<file path="src/rtl/refresh_pkg.sv">
package refresh_pkg;
  typedef enum logic {
    PH_WAKE = 1'b0,
    PH_RUN  = 1'b1
  } phase_e;
endpackage

</file>
<file path="src/rtl/refresh_tick.sv">
module refresh_tick #(
  parameter int INTERVAL = 3906
) (
  input  logic clk,
  input  logic rst,
  input  logic en,
  output logic tick
);
  localparam int CW = (INTERVAL > 1) ? $clog2(INTERVAL) : 1;
  localparam logic [CW-1:0] LAST = CW'(INTERVAL - 1);

  logic [CW-1:0] cnt_q;

  assign tick = en && (cnt_q == LAST);

  always_ff @(posedge clk) begin
    if (rst || !en) begin
      cnt_q <= '0;
    end else if (cnt_q == LAST) begin
      cnt_q <= '0;
    end else begin
      cnt_q <= cnt_q + 1'b1;
    end
  end
endmodule

</file>
<file path="src/rtl/refresh_row_ctr.sv">
module refresh_row_ctr #(
  parameter int ROWS = 128
) (
  input  logic                    clk,
  input  logic                    rst,
  input  logic                    adv,
  output logic [$clog2(ROWS)-1:0] row
);
  localparam int RW = $clog2(ROWS);

  logic [RW-1:0] row_q;
  assign row = row_q;

  generate
    if ((ROWS & (ROWS - 1)) == 0) begin : g_pow2
      always_ff @(posedge clk) begin
        if (rst)      row_q <= '0;
        else if (adv) row_q <= row_q + 1'b1;
      end
    end else begin : g_cmp
      always_ff @(posedge clk) begin
        if (rst)                              row_q <= '0;
        else if (adv && row_q == RW'(ROWS-1)) row_q <= '0;
        else if (adv)                         row_q <= row_q + 1'b1;
      end
    end
  endgenerate
endmodule

</file>
<file path="src/rtl/refresh_pend.sv">
module refresh_pend #(
  parameter int PEND_W = 3
) (
  input  logic              clk,
  input  logic              rst,
  input  logic              inc,
  input  logic              dec,
  output logic [PEND_W-1:0] cnt_next,
  output logic              ovf
);
  localparam logic [PEND_W-1:0] FULL = '1;

  logic [PEND_W-1:0] cnt_q;

  always_comb begin
    cnt_next = cnt_q;
    ovf      = 1'b0;
    if (inc && !dec) begin
      if (cnt_q == FULL) ovf = 1'b1;
      else               cnt_next = cnt_q + 1'b1;
    end else if (dec && !inc && cnt_q != '0) begin
      cnt_next = cnt_q - 1'b1;
    end
  end

  always_ff @(posedge clk) begin
    if (rst) cnt_q <= '0;
    else     cnt_q <= cnt_next;
  end
endmodule

</file>
<file path="src/rtl/refresh_sched.sv">
module refresh_sched
  import refresh_pkg::*;
#(
  parameter int ROWS        = 128,
  parameter int WINDOW_CLKS = 500000,
  parameter int INIT_CYCLES = 8,
  parameter int PEND_W      = 3
) (
  input  logic                    clk,
  input  logic                    rst,
  input  logic                    ref_ack,
  output logic                    ref_req,
  output logic [$clog2(ROWS)-1:0] ref_row,
  output logic                    sys_ready,
  output logic                    ref_err
);
  localparam int INTERVAL = WINDOW_CLKS / ROWS;
  localparam int IC_W     = $clog2(INIT_CYCLES + 1);

  phase_e            phase_q, phase_d;
  logic [IC_W-1:0]   init_q;
  logic              req_q, err_q;
  logic              served, in_run, tick, ovf;
  logic [PEND_W-1:0] pend_next;

  assign served = req_q && ref_ack;
  assign in_run = (phase_q == PH_RUN);

  always_comb begin
    phase_d = phase_q;
    if (!in_run && served && init_q == IC_W'(INIT_CYCLES - 1)) phase_d = PH_RUN;
  end

  refresh_tick #(.INTERVAL(INTERVAL)) tick_i (
    .clk(clk), .rst(rst), .en(in_run), .tick(tick)
  );

  refresh_pend #(.PEND_W(PEND_W)) pend_i (
    .clk(clk), .rst(rst), .inc(tick), .dec(served && in_run),
    .cnt_next(pend_next), .ovf(ovf)
  );

  refresh_row_ctr #(.ROWS(ROWS)) row_i (
    .clk(clk), .rst(rst), .adv(served), .row(ref_row)
  );

  always_ff @(posedge clk) begin
    if (rst) begin
      phase_q <= PH_WAKE;
      init_q  <= '0;
      req_q   <= 1'b0;
      err_q   <= 1'b0;
    end else begin
      phase_q <= phase_d;
      if (served && !in_run) init_q <= init_q + 1'b1;
      req_q   <= (phase_d == PH_WAKE) || (pend_next != '0);
      err_q   <= err_q || ovf;
    end
  end

  assign ref_req   = req_q;
  assign sys_ready = in_run;
  assign ref_err   = err_q;
endmodule

</file>
<file path="config.mk">
export PLATFORM = sky130hd
export DESIGN_NAME = refresh_sched
export DESIGN_NICKNAME = d
export VERILOG_FILES = /design/src/rtl/refresh_pkg.sv /design/src/rtl/refresh_tick.sv /design/src/rtl/refresh_row_ctr.sv /design/src/rtl/refresh_pend.sv /design/src/rtl/refresh_sched.sv
export SDC_FILE = /design/constraint.sdc
export NUM_CORES = 1
export LEC_CHECK = 0
export BUFFER_PORTS_ARGS = -buffer_cell sky130_fd_sc_hd__buf_2
export CAP_MARGIN = 20
export CORE_MARGIN = 2
export CORE_UTILIZATION = 51
export CTS_CLUSTER_SIZE = 28
export DETAILED_ROUTE_END_ITERATION = 8
export PLACE_DENSITY = 0.81
export REMOVE_ABC_BUFFERS = 1
export SYNTH_ARGS = -nofsm -noshare
export SYNTH_HDL_FRONTEND = slang
export SYNTH_SLANG_ARGS = --single-unit
</file>
<file path="constraint.sdc">
create_clock -name clk -period 2 [get_ports clk]
set_clock_uncertainty 0.05 [all_clocks]
set_input_delay 0.3 -clock clk [delete_from_list [all_inputs] [get_ports clk]]
set_output_delay 0.3 -clock clk [all_outputs]
set_load 0.02 [all_outputs]
</file>
* After elaboration in Yosys (flattened, before gate mapping) *
Cells that the tools add are included.

word-level totals
  input port bits = 3
  flip-flop bits (word level) = 29

operators by class
  bitwise gates (word level) = 1
  multiplexer cells = 6
  $add $sub $neg = 5
  eq/ne operators = 3
  reductions and logical operators = 17

operators with widths
  kind                   number
  $add 12x1->12 const B  1
  $eq 12x12->1 const B   1
  $mux 3                 3
  $logic_and 1x1->1      8
  $add 7x1->7 const B    1
  $reduce_bool 3->1      2
  $add 4x1->4 const B    1
  $eq 4x3->1 const B     1
  $add 3x1->3 const B    1
  $eq 3x3->1 const B     1
  $logic_not 1->1        3
  $logic_or 1x1->1       3
  $mux 1                 3
  $sub 3x1->3 const B    1
  $reduce_or 2->1        1
  $not 1->1              1

* Depth between registers and ports, before layout *
  word-level depth = 9
  depth in mapped cells = 7
  mapped depth without buffers = 7

* Cells and area by module *
A second synthesis with hierarchy kept.

second synthesis, totals
  cell total of the unflattened synthesis = 150
  area, all modules = 1,370.1 µm²

modules (own cells, without submodules)
  module           cells each  area an instance (µm²)  instances
  refresh_tick     62          560.5                   1
  refresh_sched    29          304.0                   1
  refresh_row_ctr  29          272.8                   1
  refresh_pend     30          232.7                   1

* Worst setup path before layout *
OpenSTA, ideal clock, no wires.

  path kind = reg2reg
  from = register tick_i.cnt_q[1]
  to = register req_q (netlist: ref_req)
  path slack = -24 ps
  setup time = 134 ps
  cell stages (with the launch flop) = 8
  buffers on the path = 0
  arrival time = 1,840 ps
  period minus slack after synthesis = 2,024 ps
  path through = dfxtp_1 > inv_1 > ha_1 > and2_1 > nand4_4 > mux2i_1 > mux2_4 > or4_1

between the ends
  cells in the longest elaborated chain, start to end = 9
  elaborated cells on any way between the ends = 10

RTL lines
  item                            line                 text
  from (decl)                     refresh_tick.sv:12   logic [CW-1:0] cnt_q;
  from (signal assigned)          refresh_tick.sv:22   cnt_q <= cnt_q + 1'b1;
  $eq 12x12->1 (*)                refresh_tick.sv:14   assign tick = en && (cnt_q == LAST);
  $logic_and 1x1->1 (*)           refresh_tick.sv:14
  $logic_not 1->1                 refresh_pend.sv:21   end else if (dec && !inc && cnt_q != '0) begin
  $logic_and 1x1->1 (2 in a row)  refresh_pend.sv:21
  $mux 3                          refresh_pend.sv:21
  $mux 3 (*)                      refresh_pend.sv:18   if (inc && !dec) begin
  $reduce_bool 3->1 (*)           refresh_sched.sv:56  req_q <= (phase_d == PH_WAKE) || (pend_next != '0);
  $logic_or 1x1->1 (*)            refresh_sched.sv:56
  to (signal assigned)            refresh_sched.sv:56
  to (decl)                       refresh_sched.sv:22  logic req_q, err_q;

Mark *: on every way between the ends. The rest lies on a longest branch, timed or not.
A chain may end at the register's enable or synchronous reset.

* Worst setup path after layout *
  from = register tick_i.cnt_q[5]
  to = register req_q (netlist: ref_req)

Same word-level chain as after synthesis.

==> impl_results.md <==
* Number of global-route vias before repair at 1063
* PwrDens at around 620 mW/mm2
* Place WS at -64.8 ps
* Complex-gate fraction of the synthesized area at 0.0352
* Adder-cell share of the synthesized area at 0.0648
* Clk_lat worst skew at approximately 330 ps
* Slew HR at 0.682
* Critical path type: flop to flop
* Die Area at ~0.003 mm2
* Synth Flop Type: dfxtp_1
* GRT overflow at 0
* Fin Setup TNS at -56.5 ps
* Post-route ant nets at 0
* WL final at 2.75 mm
* Mean post-synth cell area at between 9 and 10 um2
* Syn Std Cell Area at about 0.0014 mm2
* Post-synthesis cell type count at 29
* Synth area leader: dfxtp_1
* # setup viols final at 1
* Area share of the largest cell type after synthesis at 0.430
* Least-Margin Pin Slew at approximately 470 ps
* Final hold vios at 0
* Hold Buf Count CTS at 0
* P_leak at about 0.00066 uW
* Max IR drop VDD at 0.000474 V
* Top post-synthesis cells by area: dfxtp_1 43%, xor2_1 9.1%, nor2_1 8.1%
* Layout Utilization at 0.639
* EDFF count, synth at 0
* Core ar. at ~0.0025 mm2
* Ys async rst share at 0
* Max Transition Viols Final at 0
* Clk root buf: clkbuf_4
* H-tree levels at 2
* Diode count at 0
* DRC viols at 0
* Inserted Clock Buffers at 5
* Initial DRT Pass Iterations at 4
* Clk slew on worst S/H paths at roughly 90 ps
* Xor/xnor cell area share of the yosys netlist at 0.123
* Critical path arrival at between 2000 and 2500 ps
* Routed via count at 1115
* Crit path required time at roughly 2200 ps
* Pin count of the biggest net entering global routing at 13
* DR WL/cell at 13.3 um
* Die width at approximately 55 um
* Final critical-path share of the clock period at 1.03
* Hold Path Class: input pin to flop
* Initial antenna violation count at 0
* Post-layout total power at roughly 1000 uW
* Boundary Pins at 13
* I/O Buffers at 12
* Launching element type of the critical path: flop
* Synth Instances at 150
* Setup Buffers After CTS at 0
* GRT Total Usage at 0.191
* Max Freq at 486 MHz
* Max Cap Violations at 0
* CTS tree: yes
* Detailed placement HPWL at 2.10 mm
* Clock Tree Buf Depth at 2
* Fin nets at ~190
* First-pass GRT wire length at approximately 4.6 mm
* Crit Path Max Fanout at 2
* TritonCTS Sinks at 29
* RSZ-0062 raised after global routing: true
* Simple-gate share of the synthesized area at 0.294
* Starting Density at 0.541
* Yosys warns at 0
* Gpl congestion at slightly above 0.9
* Via density per instance at between 5 and 6
* Largest family of logic cells by synthesized area: simple AND/OR/NAND/NOR gates
* Mux cell area share after synthesis at 0.0269
* Flops & latches, synth at 29
* Final worst slack at -56.5 ps
* Failing checks: negative setup slack
* Register area share after synthesis at 0.430
* CP endpoint kind: flop
* Commonest non-fill, non-tap cell in the layout: nor2_1
* Share of layout cells above drive strength 1 at 0.232
* Cell Rows at 18
* Starting DRT DRC Count at just over 50
* Area growth from synthesis to layout at 18.1%
* Most frequent cells in the layout: 29 x nor2_1, 25 x dfxtp_1, 14 x xor2_1
* Die height at 55.5 um
* Status: finished, violations left
* Minimum clock period at a little over 2000 ps
[cells in the mapped netlist, types with 2 or more instances]
cell	instances
clkbuf_1	3
inv_1	4
a31oi_1	2
nor3_1	2
and2_1	2
xor2_1	14
nand4_1	7
and4_1	3
dfxtp_1	29
ha_1	7
a21oi_1	4
xnor2_1	5
nand3_1	7
nand2_1	13
nor2_1	29
and3_1	6
[stage by stage]
step                      instances  instance area (um2)  hold WS, ps
after floorplan                 145                 1330          319
after global placement          200                 1530          398
after detailed placement        200                 1530          402
after CTS                       207                 1590          175
after global routing            207                 1600          207
final                           207                 1600          192
[routing by layer]
layer,part of all wire,GRT usage,up-vias,routed length (um)
met5,0,0,-,0
met4,0.023,0.101,0,62
met3,0.039,0.0585,9,108
met2,0.51,0.328,21,1400
met1,0.43,0.210,523,1170
li1,-,-,562,-
[worst max-delay path, cell delays in order (launching register included)]
cell and delay (ps):
dfxtp_2 340, nor4b_4 350, nand4_4 140, mux2i_1 200, mux2_4 320, or4_1 520
[worst paths after layout]
| check | to | slack, ps | startpoint | depth (start not counted) |
|---|---|---|---|---|
| min reg2reg | ref_err | 420 | ref_err | 2 |
| max | ref_req | -60 | tick_i.cnt_q[5] | 5 |
| min | ref_err | 190 | rst | 2 |
| max reg2reg | ref_req | -60 | tick_i.cnt_q[5] | 5 |
[repair_timing]
action	4_1_cts	5_1_grt
resized for setup	5	2
endpoints found under the setup margin	1	1
pin swaps	1	0
[state kept, by name, indices dropped and copies added, names as in the netlist]
name          cells
sys_ready         1
row_i.row         7
tick_i.cnt_q     12
pend_i.cnt_q      3
init_q            4
ref_err           1
ref_req           1
[cell families after synthesis]
kind of cell / count (synthesis)
buffers and inverters: 9
adder cells (fa/ha/maj): 7
XOR/XNOR: 19
flip-flops: 29
multiplexers: 3
AO/OA/AOI/OAI: 8
AND/OR/NAND/NOR: 75
[final cells by class]
| type | instances | area, um2 |
|---|---|---|
| Multi-Input combinational cell | 112 | 743 |
| Inverter | 4 | 15.0 |
| Timing Repair Buffer | 25 | 158 |
| Fill cell | 212 | 903 |
| Clock buffer | 7 | 55.1 |
| Tap cell | 30 | 37.5 |
| Sequential cell | 29 | 588 |
[power breakdown]
| group | switching, uW | internal (uW) | leakage [uW] | total (uW) |
|---|---|---|---|---|
| logic | 25.1 | 17.8 | 0.000396 | 42.9 |
| registers | 7.15 | 582 | 0.000237 | 589 |
| clock network | 195 | 166 | 0.0000314 | 361 |
| total | 227 | 765 | 0.000664 | 993 |
Note: power is estimated with default switching activity, not from simulation.
